`src/rtl/pp_pkg.sv`:
```
package pp_pkg;
  localparam int NUM_BUF = 2;
  localparam int SEL_W = $clog2(NUM_BUF);

  typedef struct packed {
    logic [NUM_BUF-1:0] setFull;
    logic [NUM_BUF-1:0] clrFull;
    logic               overrun;
  } ppStrobe_t;
endpackage

```
`src/rtl/pp_ctrl.sv`:
```
module pp_ctrl
  import pp_pkg::*;
(
  input  logic               clk,
  input  logic               rstN,
  input  logic               fillDone,
  input  logic [NUM_BUF-1:0] swClr,
  input  logic [NUM_BUF-1:0] drainDone,
  input  logic               autoXfer,
  input  logic [NUM_BUF-1:0] fullQ,
  input  logic [SEL_W-1:0]   toggleQ,
  output ppStrobe_t          strobe
);
  logic [NUM_BUF-1:0] setVec;
  logic [NUM_BUF-1:0] clrVec;
  logic               allFull;

  assign allFull = &fullQ;

  for (genvar i = 0; i < NUM_BUF; i++) begin : g_buf
    assign setVec[i] = fillDone & ~allFull & (toggleQ == SEL_W'(i));
    assign clrVec[i] = fullQ[i] & (autoXfer ? drainDone[i] : swClr[i]);
  end

  always_comb begin
    strobe.setFull = setVec;
    strobe.clrFull = clrVec;
    strobe.overrun = fillDone & allFull;
  end

  AST_AUTO_IGNORES_SW: assert property (@(posedge clk) disable iff (!rstN)
    (autoXfer && drainDone == '0) |-> strobe.clrFull == '0);
  AST_NORMAL_IGNORES_DRAIN: assert property (@(posedge clk) disable iff (!rstN)
    (!autoXfer && swClr == '0) |-> strobe.clrFull == '0);
  AST_SINGLE_SET: assert property (@(posedge clk) disable iff (!rstN)
    $onehot0(strobe.setFull));
endmodule

```
`src/rtl/pp_regs.sv`:
```
module pp_regs
  import pp_pkg::*;
(
  input  logic               clk,
  input  logic               rstN,
  input  ppStrobe_t          strobe,
  output logic [NUM_BUF-1:0] fullQ,
  output logic [SEL_W-1:0]   toggleQ,
  output logic               overrunQ
);
  logic [NUM_BUF-1:0] fullD;
  logic [SEL_W-1:0]   toggleD;

  for (genvar i = 0; i < NUM_BUF; i++) begin : g_flag
    assign fullD[i] = (fullQ[i] & ~strobe.clrFull[i]) | strobe.setFull[i];
    always_ff @(posedge clk) begin
      if (!rstN) fullQ[i] <= 1'b0;
      else       fullQ[i] <= fullD[i];
    end
  end

  always_comb begin
    toggleD = toggleQ;
    unique case (fullD)
      2'b01: toggleD = 1'b1;
      2'b10: toggleD = 1'b0;
      2'b11: toggleD = toggleQ;
      default: begin
        if (strobe.clrFull == 2'b10)  toggleD = 1'b1;
        else if (strobe.clrFull[0])   toggleD = 1'b0;
      end
    endcase
  end

  always_ff @(posedge clk) begin
    if (!rstN) begin
      toggleQ  <= '0;
      overrunQ <= 1'b0;
    end else begin
      toggleQ  <= toggleD;
      overrunQ <= overrunQ | strobe.overrun;
    end
  end

  AST_ONE_FULL_POINTS_EMPTY: assert property (@(posedge clk) disable iff (!rstN)
    ($countones(fullQ) == 1) |-> !fullQ[toggleQ]);
  AST_BOTH_FULL_HOLD: assert property (@(posedge clk) disable iff (!rstN)
    (fullQ == 2'b11 && strobe.clrFull == '0) |=> $stable(toggleQ) && fullQ == 2'b11);
  AST_OVERRUN_STICKY: assert property (@(posedge clk) disable iff (!rstN)
    overrunQ |=> overrunQ);
  AST_SET_TAKES: assert property (@(posedge clk) disable iff (!rstN)
    (strobe.setFull != '0) |=> (fullQ & $past(strobe.setFull)) == $past(strobe.setFull));
endmodule

```
`src/rtl/pp_flow.sv`:
```
module pp_flow (
  input  logic clk,
  input  logic rstN,
  input  logic allFull,
  input  logic srcSel,
  input  logic dmaReq,
  output logic usbHoldOff,
  output logic dmaAck
);
  assign usbHoldOff = allFull & ~srcSel;
  assign dmaAck     = srcSel & dmaReq & ~allFull;

  AST_USB_HOLD_ONLY_FULL: assert property (@(posedge clk) disable iff (!rstN)
    usbHoldOff |-> (allFull && !srcSel));
  AST_NO_ACK_WHEN_FULL: assert property (@(posedge clk) disable iff (!rstN)
    dmaAck |-> (!allFull && dmaReq && srcSel));
endmodule

```
`src/rtl/pingpong_toggle_ctrl.sv`:
```
module pingpong_toggle_ctrl
  import pp_pkg::*;
(
  input  logic clk,
  input  logic rstN,
  input  logic fillDone,
  input  logic swClrA,
  input  logic swClrB,
  input  logic autoXfer,
  input  logic drainDoneA,
  input  logic drainDoneB,
  input  logic srcSel,
  input  logic dmaReq,
  output logic usbHoldOff,
  output logic dmaAck,
  output logic fullA,
  output logic fullB,
  output logic toggle,
  output logic bothFull,
  output logic overrun
);
  ppStrobe_t          strobe;
  logic [NUM_BUF-1:0] fullQ;
  logic [SEL_W-1:0]   toggleQ;

  pp_ctrl u_ctrl (
    .clk       (clk),
    .rstN      (rstN),
    .fillDone  (fillDone),
    .swClr     ({swClrB, swClrA}),
    .drainDone ({drainDoneB, drainDoneA}),
    .autoXfer  (autoXfer),
    .fullQ     (fullQ),
    .toggleQ   (toggleQ),
    .strobe    (strobe)
  );

  pp_regs u_regs (
    .clk      (clk),
    .rstN     (rstN),
    .strobe   (strobe),
    .fullQ    (fullQ),
    .toggleQ  (toggleQ),
    .overrunQ (overrun)
  );

  pp_flow u_flow (
    .clk        (clk),
    .rstN       (rstN),
    .allFull    (bothFull),
    .srcSel     (srcSel),
    .dmaReq     (dmaReq),
    .usbHoldOff (usbHoldOff),
    .dmaAck     (dmaAck)
  );

  assign fullA    = fullQ[0];
  assign fullB    = fullQ[1];
  assign toggle   = toggleQ;
  assign bothFull = fullA & fullB;

  AST_BOTH_FULL_STATUS: assert property (@(posedge clk) disable iff (!rstN)
    bothFull == (fullQ == 2'b11));
endmodule

```
`config.mk`:
```
export PLATFORM = sky130hd
export DESIGN_NAME = pingpong_toggle_ctrl
export DESIGN_NICKNAME = d
export VERILOG_FILES = /design/src/rtl/pp_pkg.sv /design/src/rtl/pp_ctrl.sv /design/src/rtl/pp_regs.sv /design/src/rtl/pp_flow.sv /design/src/rtl/pingpong_toggle_ctrl.sv
export SDC_FILE = /design/constraint.sdc
export NUM_CORES = 1
export LEC_CHECK = 0
export ABC_AREA = 0
export BUFFER_PORTS_ARGS = -buffer_cell sky130_fd_sc_hd__buf_2
export CORE_AREA = 2 2 39 41
export DETAILED_ROUTE_END_ITERATION = 7
export DIE_AREA = 0 0 41 43
export GPL_TIMING_DRIVEN = 0
export PLACE_DENSITY = 0.49
export SETUP_SLACK_MARGIN = 0.4
export SLEW_MARGIN = 20
export SYNTH_ARGS = -nofsm -noshare
export SYNTH_HDL_FRONTEND = slang
export SYNTH_SLANG_ARGS = --single-unit
```
`constraint.sdc`:
```
create_clock -name clk -period 1.76 [get_ports clk]
set_input_delay 0.264 -clock clk [delete_from_list [all_inputs] [get_ports clk]]
set_output_delay 0.264 -clock clk [all_outputs]
set_load 0.05 [all_outputs]
```
==> flow_summary.json, run 1 <==
{
  "run_status": "complete, no violations",
  "startpoint": "u_regs.fullQ[0]",
  "htreeDepth": 1,
  "firstDrtPassIters": 1,
  "fmax_mhz": 625.1,
  "worstHoldPathType": "in2reg",
  "regArea_um2": 91.34,
  "arrival_ns": 1.74,
  "clkTransAtPathRegs_ns": 0.04,
  "whs_ns": 0.2906,
  "die_h_um": 43,
  "fillers": 148,
  "rsz0062_at_grt": "yes",
  "fin_crit_sh": 0.9090,
  "tightest_slew_ns": 0.3134,
  "worstSetupPathType": "reg2reg",
  "vias": 317,
  "grt-ovfl-total": 0,
  "r2r_cells": 8,
  "yosys.area.top_type": "dfxtp_1",
  "drt_iter0_markers": 0,
  "synth.distinct_cells": 17,
  "setup_viol": 0,
  "hpwl_um": 541.6,
  "final_max_slew_viol_count": 0,
  "layout_setup_ws_ns": 0.1601,
  "crit_path_start_kind": "flop",
  "synth_top_area_frac": 0.2844,
  "clk_latency_ns": 0.23,
  "min_from": "rstN",
  "placed_cell_area_um2": 414.1,
  "crit_path_max_fanout": 4,
  "ys_top_cells_by_area": "dfxtp_1, ha_1, inv_1",
  "cts_made_buffers": 3,
  "ir_drop_uv": 475.9,
  "antennaDiodeCount": 0,
  "antenna_found_initial": 0,
  "core-area_um2": 1384,
  "slew_headroom": 0.7851,
  "initial_core_util": 0.2034,
  "fp-row-count": 14,
  "avgSynthCellArea_um2": 8.280,
  "gp_congestion": 0.6092,
  "clock_path_buffers": 2,
  "end_kind": "flop",
  "hold_viol": 0,
  "regToRegEndpoint": "u_regs.toggleQ",
  "vias_per_cell": 4.013,
  "finalSetupTns_ns": 0,
  "yosys.area_share.adder": 0.1333,
  "synth-xor-area-share": 0,
  "layout-drive-gt1-share": 0.7143,
  "timing.rr.start": "u_regs.fullQ[0]",
  "ys_seq_area_frac": 0.2844,
  "syn_area_um2": 281.5,
  "synth_seq_cells": 4,
  "min_period_ns": 1.600,
  "required_ns": 1.90,
  "synth_compound_area_frac": 0.2089,
  "p_per_area_nw_per_um2": 1152,
  "synth_top_family_by_area": "compound AO/OA/AOI/OAI gates",
  "die_w_um": 41,
  "multiInputGateArea_um2": 251.5,
  "yosys_warnings": 0,
  "antenna_left": 0,
  "worstSetupEndpoint": "u_regs.toggleQ",
  "cts_root_buffer": "clkbuf_4",
  "grt_use_total": 0.1004,
  "synth_mux_area_frac": 0.08889,
  "synth_fp_nets": 47,
  "synthSimpleGateAreaFrac": 0.1911,
  "grt_max_degree": 5,
  "detail_route.wirelength_um": 751,
  "fin_nets": 77,
  "cts_num_sinks": 4,
  "wire_per_inst_um": 9.506,
  "die_area_um2": 1763,
  "synthCells": 34,
  "cts_tree": "built",
  "final_area_um2": 578.1,
  "drv_cap": 0,
  "pre_cts_ws_ns": -0.1262,
  "p_leak_uw": 0.0002821,
  "grt_pass1_vias": 308,
  "grt_pass1_wl_mm": 1.179,
  "ios": 17,
  "rrSetupSlack_ns": 0.16,
  "port_buffers": 16,
  "syn2layout_area_growth_pct": 105.3,
  "clock_skew_ns": 0.007121,
  "drc": 0
}
## area by class of cell
class,count,share of cell area
Multi-Input combinational cell,23,0.4351
Sequential cell,4,0.1580
Inverter,7,0.04545
Clock buffer,4,0.04545
Tap cell,16,0.03463
Timing Repair Buffer,25,0.2814
## report_power, final
group	switching (µW)	internal, µW
registers	18.0	118
logic	216	192
clock network	36.7	85.0
total	270	395
## synthesized netlist by cell type (all sizes together)
master	number
o21bai	1
o21ai	1
mux2	1
inv	7
and3	2
nor2	3
a31oi	1
nand2	1
ha	3
a211oi	1
a221oi	1
mux2i	1
dfxtp	4
a21oi	2
nor2b	4
a32oi	1
## layer usage
metal,share of wire,track usage,up-vias,routed length [µm]
met4,0,0.08000,0,0
met1,0.42,0.1190,138,315
met5,0,0,-,0
met2,0.52,0.1500,7,394
met3,0.056,0.01571,0,42
li1,-,-,172,-
## worst min-delay path by stage
stage	cells after the start	end	slack [ns]
5_1_grt	2	u_regs.fullQ[1]	0.32
3_3_place_gp	2	u_regs.overrunQ	0.47
6_report	2	u_regs.fullQ[1]	0.29
4_1_cts	2	u_regs.fullQ[1]	0.28
2_1_floorplan	1	u_regs.fullQ[1]	0.39
3_5_place_dp	2	u_regs.overrunQ	0.47
## flip-flops by register name (all words and copies together) (netlist names)
| name | flops |
|---|---|
| u_regs.fullQ | 2 |
| u_regs.overrunQ | 1 |
| u_regs.toggleQ | 1 |
## worst max-delay path: stages, from the launching register on
cell and delay [ns]:
dfxtp_4 0.37, nand2_4 0.07, buf_4 0.14, a31oi_4 0.19, inv_2 0.07, ha_2 0.18, a211oi_2 0.18, o21bai_1 0.10
a221oi_2 0.22
## through the flow
step | std cells | utilization | total power (µW)
5_1_grt | 79 | 0.4177 | 719.8
3_3_place_gp | 66 | 0.2993 | 392.8
2_1_floorplan | 34 | - | 336.3
4_1_cts | 78 | 0.3942 | 664.5
3_5_place_dp | 66 | 0.2993 | 393.8
6_report | 79 | 0.4177 | 665.7
## placed cells by master (no fill, tap or decap), types with 2 or more instances in the layout
cell / count
a21oi_1: 2
and3_4: 2
buf_2: 13
buf_4: 10
buf_6: 2
clkbuf_4: 3
dfxtp_4: 3
ha_2: 2
inv_1: 5
inv_2: 2
nor2_1: 2
nor2b_1: 4
## kinds of logic after synthesis
kind of cell	count (synthesis)
AO/OA/AOI/OAI	8
buffers and inverters	7
flip-flops	4
AND/OR/NAND/NOR	10
multiplexers	2
adder cells (fa/ha/maj)	3
## timing repair
item                       CTS  global route
pin swaps                    8             4
setup buffers                8             1
hold buffers                 0             0
setup endpoints to repair    1             4
gates resized for setup      9            12
Note: power is estimated with default switching activity, not from simulation.
==> run 2, diff against run 1 <==
--- a/config.mk
+++ b/config.mk
@@ -11,6 +11,7 @@
 export DETAILED_ROUTE_END_ITERATION = 7
 export DIE_AREA = 0 0 41 43
 export GPL_TIMING_DRIVEN = 0
+export MAX_ROUTING_LAYER = met4
 export PLACE_DENSITY = 0.49
 export SETUP_SLACK_MARGIN = 0.4
 export SLEW_MARGIN = 20
==> constraint.sdc (replaced) <==
create_clock -name clk -period 1.95 [get_ports clk]
set_input_delay 0.2925 -clock clk [delete_from_list [all_inputs] [get_ports clk]]
set_output_delay 0.2925 -clock clk [all_outputs]
set_load 0.05 [all_outputs]
==> run 2 against run 1 <==
- non-clock buffer count unchanged
- setup slack improved by 0.19 ns
- utilization decreased by 1.4 points
- sequential power decreased by 9.6%
- register-to-register slack improved by 0.19 ns
- critical path depth unchanged
- combinational power decreased by 11%
- via count decreased by 0.63%
- sequential share of layout area increased by 0.57 points
- largest power group unchanged
==> flow_summary.json, run 2 (same netlist as run 1, synthesis figures left out) <==
{
  "hold_viol": 0,
  "syn2layout_area_growth_pct": 98.22,
  "required_ns": 2.09,
  "die_h_um": 43,
  "setup_viol": 0,
  "firstDrtPassIters": 2,
  "fin_crit_sh": 0.8201,
  "clkTransAtPathRegs_ns": 0.04,
  "antenna_found_initial": 0,
  "cts_num_sinks": 4,
  "clk_latency_ns": 0.23,
  "grt_use_total": 0.1029,
  "final_area_um2": 558.0,
  "crit_chain": "nand2_4, buf_4, a31oi_4, inv_2, ha_2, a211oi_2, o21bai_1, a221oi_2",
  "drt_iter0_markers": 2,
  "layout-drive-gt1-share": 0.6984,
  "grt_util_met2": 0.1500,
  "end_kind": "flop",
  "vias_per_cell": 3.987,
  "min_from": "rstN",
  "grt-ovfl-total": 0,
  "ir_drop_uv": 430.7,
  "final_util": 0.4033,
  "fin_nets": 77,
  "ios": 17,
  "worstHoldPathType": "in2reg",
  "pre_cts_ws_ns": 0.03534,
  "postCtsHoldBufs": 0,
  "clock_path_buffers": 2,
  "htreeDepth": 1,
  "p_leak_uw": 0.0002811,
  "die_w_um": 41,
  "whs_ns": 0.3190,
  "top_regs": "u_regs.fullQ x2, u_regs.overrunQ x1, u_regs.toggleQ x1",
  "grt_pass1_wl_mm": 1.179,
  "crit_path_start_kind": "flop",
  "grt_max_degree": 5,
  "timing.rr.start": "u_regs.fullQ[0]",
  "finalSetupTns_ns": 0,
  "max_stage_delay_ns": 0.37,
  "slew_headroom": 0.7868,
  "crit_slowest_cell": "dfxtp_4",
  "cts_made_buffers": 3,
  "min_period_ns": 1.599,
  "clock_skew_ns": 0.007124,
  "drc": 0,
  "hpwl_um": 541.6,
  "arrival_ns": 1.74,
  "cts_root_buffer": "clkbuf_4",
  "regMostFlops": "u_regs.fullQ",
  "met3_usage": 0.01571,
  "cts_tree": "built",
  "regArea_um2": 91.34,
  "critPathBufInv": 2,
  "run_status": "complete, no violations",
  "final_max_slew_viol_count": 0,
  "fp-row-count": 14,
  "tightest_slew_ns": 0.3110,
  "layout_setup_ws_ns": 0.3509,
  "p_per_area_nw_per_um2": 1070,
  "fillers": 152,
  "gp_congestion": 0.6134,
  "initial_core_util": 0.2034,
  "most-common-layout-cells": "buf_2, buf_4, inv_1",
  "startpoint": "u_regs.fullQ[0]",
  "use_met1": 0.1190,
  "die_area_um2": 1763,
  "placed_cell_area_um2": 414.1,
  "wire_per_inst_um": 9.367,
  "drv_cap": 0,
  "grt_pass1_vias": 312,
  "vias": 315,
  "rsz0062_at_grt": "yes",
  "cpLargestDelayFamily": "compound AO/OA/AOI/OAI gates",
  "worstSetupPathType": "reg2reg",
  "final_common_cell": "buf_2",
  "antenna_left": 0,
  "detail_route.wirelength_um": 740,
  "crit_path_max_fanout": 4,
  "antennaDiodeCount": 0,
  "grt-busiest-layer": "met2",
  "fmax_mhz": 625.3,
  "core-area_um2": 1384,
  "port_buffers": 16,
  "multiInputGateArea_um2": 246.5,
  "largest_register_ffs": 2
}
==> run 2: worst paths after layout <==
kind,to,slack [ns],depth (start not counted)
min,u_regs.fullQ[1],0.32,2
min reg2reg,u_regs.overrunQ,0.48,2
max reg2reg,u_regs.toggleQ,0.35,8
max,u_regs.toggleQ,0.35,8
==> run 2: worst register-to-register path, cell delays in order (launching register included) <==
cell and delay, ns:
dfxtp_4 0.37, nand2_4 0.07, buf_4 0.14, a31oi_4 0.19, inv_2 0.07, ha_2 0.18, a211oi_2 0.18, o21bai_1 0.10
a221oi_2 0.22
==> run 2: power breakdown <==
part | switching (µW) | leakage, µW | internal (µW)
clock | 33.1 | 0.0000150 | 76.7
combinational | 194 | 0.000231 | 170
sequential | 16.5 | 0.0000348 | 107
total | 243 | 0.000281 | 354
==> run 2: stage by stage <==
stage / total power (µW) / std cells
after floorplan: 303.6 / 34
after global placement: 354.5 / 66
after detailed placement: 355.4 / 66
after CTS: 601.1 / 78
after global routing: 646.2 / 79
final: 597.1 / 79
==> run 2: routing by layer <==
| layer | part of all wire | routed length (µm) | up-vias |
|---|---|---|---|
| met5 | 0 | 0 | - |
| met4 | 0 | 0 | 0 |
| met3 | 0.057 | 42 | 0 |
| met2 | 0.52 | 384 | 7 |
| met1 | 0.42 | 313 | 137 |
| li1 | - | - | 171 |
==> run 2: final cells by class <==
type                    instances  share of cell area
multi-input cells              23              0.4417
repair buffers                 25              0.2646
flip-flops and latches          4              0.1637
clock buffers                   4             0.04709
inverters                       7             0.04709
well taps                      16             0.03587
==> run 2: what timing repair did <==
item	CTS	global route
endpoints found under the setup margin	1	2
resized for setup	10	2
setup buffers	8	1
gates cloned	0	0
pin swaps	8	4
==> run 3, diff against run 2 <==
--- a/config.mk
+++ b/config.mk
@@ -5,14 +5,14 @@
 export SDC_FILE = /design/constraint.sdc
 export NUM_CORES = 1
 export LEC_CHECK = 0
-export ABC_AREA = 0
+export ABC_AREA = 1
 export BUFFER_PORTS_ARGS = -buffer_cell sky130_fd_sc_hd__buf_2
 export CORE_AREA = 2 2 39 41
 export DETAILED_ROUTE_END_ITERATION = 7
 export DIE_AREA = 0 0 41 43
 export GPL_TIMING_DRIVEN = 0
 export MAX_ROUTING_LAYER = met4
-export PLACE_DENSITY = 0.49
+export PLACE_DENSITY = 0.52
 export SETUP_SLACK_MARGIN = 0.4
 export SLEW_MARGIN = 20
 export SYNTH_ARGS = -nofsm -noshare
==> constraint.sdc (replaced) <==
create_clock -name clk -period 1.64 [get_ports clk]
set_input_delay 0.246 -clock clk [delete_from_list [all_inputs] [get_ports clk]]
set_output_delay 0.246 -clock clk [all_outputs]
set_load 0.05 [all_outputs]
==> run 3 against run 2 <==
- combinational power up 14%
- sequential power increased by 21%
- flip-flop and latch count is the same
- synthesized cell count is 56% higher
- area after synthesis grew 15%
- sequential share of layout area shrank 1.8 points
- setup slack got worse by 0.048 ns
- clock power increased by 19%
- via count grew 29%
- register-to-register slack got worse by 0.05 ns
- critical path type unchanged
==> flow_summary.json, run 3 <==
{
  "wire_per_inst_um": 7.929,
  "drt_iter0_markers": 3,
  "crit_top_cell": "buf_6",
  "ios": 17,
  "grt_pass1_wl_mm": 1.255,
  "arrival_ns": 1.50,
  "run_status": "complete, no violations",
  "ys_seq_area_frac": 0.2481,
  "cts_tree": "built",
  "cts_made_buffers": 3,
  "synth.most_common_cell": "nand2_1",
  "ir_drop_uv": 360.4,
  "fp-row-count": 14,
  "most-common-layout-cells": "nand2_1, buf_2, inv_1",
  "clkTransAtPathRegs_ns": 0.04,
  "layout-drive-gt1-share": 0.6341,
  "htreeDepth": 1,
  "antenna_found_initial": 0,
  "min_period_ns": 1.337,
  "regMostFlops": "u_regs.fullQ",
  "r2r_cells": 10,
  "min_from": "rstN",
  "worstHoldPathType": "in2reg",
  "regToRegEndpoint": "u_regs.fullQ[1]",
  "largest_register_ffs": 2,
  "top_regs": "u_regs.fullQ x2, u_regs.overrunQ x1, u_regs.toggleQ x1",
  "crit_slowest_cell": "dfxtp_4",
  "vias": 406,
  "regArea_um2": 91.34,
  "p_per_area_nw_per_um2": 1107,
  "cts_root_buffer": "clkbuf_4",
  "placed_cell_area_um2": 484.2,
  "stdcell_count": 98,
  "drv_cap": 0,
  "hold_depth": 3,
  "vias_per_cell": 4.143,
  "finalSetupTns_ns": 0,
  "synth_fp_nets": 66,
  "hpwl_um": 605.9,
  "tightest_slew_ns": 0.2475,
  "synth_edf_count": 0,
  "multiInputGateArea_um2": 261.5,
  "synthArstFlopShare": 0,
  "hold_viol": 0,
  "final_max_slew_viol_count": 0,
  "slew_headroom": 0.8361,
  "ys.flop_type": "dfxtp_1",
  "syn_area_um2": 322.8,
  "rrSetupSlack_ns": 0.30,
  "min_to": "u_regs.toggleQ",
  "grt_use_total": 0.1059,
  "clock_path_buffers": 2,
  "cpLargestDelayFamily": "buffers and inverters",
  "fin_crit_sh": 0.8151,
  "yosys.area.top_type": "dfxtp_1",
  "fillers": 143,
  "final_area_um2": 628.1,
  "antenna_left": 0,
  "synth_top_area_frac": 0.2481,
  "rsz0062_at_grt": "yes",
  "port_buffers": 16,
  "end_kind": "flop",
  "grt-ovfl-total": 0,
  "initial_core_util": 0.2333,
  "critPathBufInv": 6,
  "timing.rr.start": "u_regs.fullQ[0]",
  "ys_top_cells_by_area": "dfxtp_1, nand2_1, inv_1",
  "synthTopCellsByCount": "nand2_1, inv_1, nor2_1",
  "p_leak_uw": 0.0003525,
  "core-area_um2": 1384,
  "drc": 0,
  "gp_congestion": 0.6810,
  "synthCells": 53,
  "synth_seq_cells": 4,
  "yosys_warnings": 0,
  "fin_nets": 96,
  "post-place-cells": 85,
  "clk_latency_ns": 0.23,
  "crit_path_max_fanout": 4,
  "synth.distinct_cells": 11,
  "crit_path_start_kind": "flop",
  "antennaDiodeCount": 0,
  "firstDrtPassIters": 4,
  "crit_chain": "nand2_4, nand3_4, nand2_4, inv_4, buf_4, buf_6, buf_6, buf_6, buf_4, nor2_1",
  "grt_pass1_vias": 342,
  "die_w_um": 41,
  "grt_max_degree": 5,
  "fmax_mhz": 748.1,
  "die_area_um2": 1763,
  "clock_skew_ns": 0.005662,
  "detail_route.wirelength_um": 777,
  "required_ns": 1.81,
  "worstSetupPathType": "reg2reg",
  "syn2layout_area_growth_pct": 94.57,
  "cts_num_sinks": 4,
  "die_h_um": 43,
  "setup_viol": 0,
  "avgSynthCellArea_um2": 6.091,
  "max_stage_delay_ns": 0.35
}
==> run 3: cell count changes in the layout (fill, tap and decap cells not counted), sizes merged, moves of 2 or more <==
cell / change
and3: -2
nor2: +5
inv: +6
nand2: +18
nor2b: -4
nand3: +5
==> run 3: where the power goes <==
part / leakage [µW] / internal [µW] / switching, µW
combinational: 0.000303 / 187 / 229
clock: 0.0000150 / 91.3 / 39.6
sequential: 0.0000348 / 125 / 24.0
==> run 3: layer usage <==
layer | track usage | wire length (µm)
met5 | - | 0
met4 | 0.02000 | 0
met3 | 0.03141 | 30
met2 | 0.1781 | 428
met1 | 0.1186 | 318
==> run 3: timing repair <==
action,in CTS,in global routing
pin swaps,4,9
gates resized for setup,5,8
setup buffers,5,4
endpoints found under the setup margin,4,4
hold buffers,0,0
==> run 3: per-stage QoR <==
step | hold slack (ns) | util | total power [µW] | setup slack (ns)
finish | 0.2451 | 0.4539 | 695.3 | 0.3032
global route | 0.2582 | 0.4539 | 758.9 | 0.1978
CTS | 0.2457 | 0.4078 | 635.7 | 0.3151
detailed placement | 0.4537 | 0.3499 | 451.3 | 0.2165
global placement | 0.4382 | 0.3499 | 448.5 | 0.2204
floorplan | 0.3567 | - | 392.0 | 0.3026
==> run 3: logic make-up after synthesis <==
group,Yosys count,share of synthesized area
AOI/OAI and AO/OA,1,0.01549
and+or+nand+nor,32,0.4690
DFF,4,0.2481
buffers and inverters,13,0.1511
adders and majority gates,3,0.1163
==> run 3: worst max path at each step <==
stage	start	to	slack, ns	cells after the start
4_1_cts	u_regs.fullQ[1]	u_regs.toggleQ	0.32	11
3_3_place_gp	autoXfer	u_regs.toggleQ	0.22	14
6_report	u_regs.fullQ[0]	u_regs.fullQ[1]	0.30	10
3_5_place_dp	autoXfer	u_regs.toggleQ	0.22	14
5_1_grt	u_regs.fullQ[0]	u_regs.toggleQ	0.20	11
2_1_floorplan	u_regs.fullQ[0]	u_regs.toggleQ	0.30	11
==> run 3: cell type report <==
type	instances	share of cell area
Multi-Input combinational cell	36	0.4163
Timing Repair Buffer	25	0.2829
Sequential cell	4	0.1454
Inverter	13	0.08167
Clock buffer	4	0.04183
Tap cell	16	0.03187
==> run 3: worst reg2reg max path, stage by stage (launching register included) <==
cell,delay [ns]
dfxtp_4,0.35
nand2_4,0.10
nand3_4,0.07
nand2_4,0.08
inv_4,0.04
buf_4,0.12
buf_6,0.10
buf_6,0.10
buf_6,0.10
buf_4,0.12
nor2_1,0.08
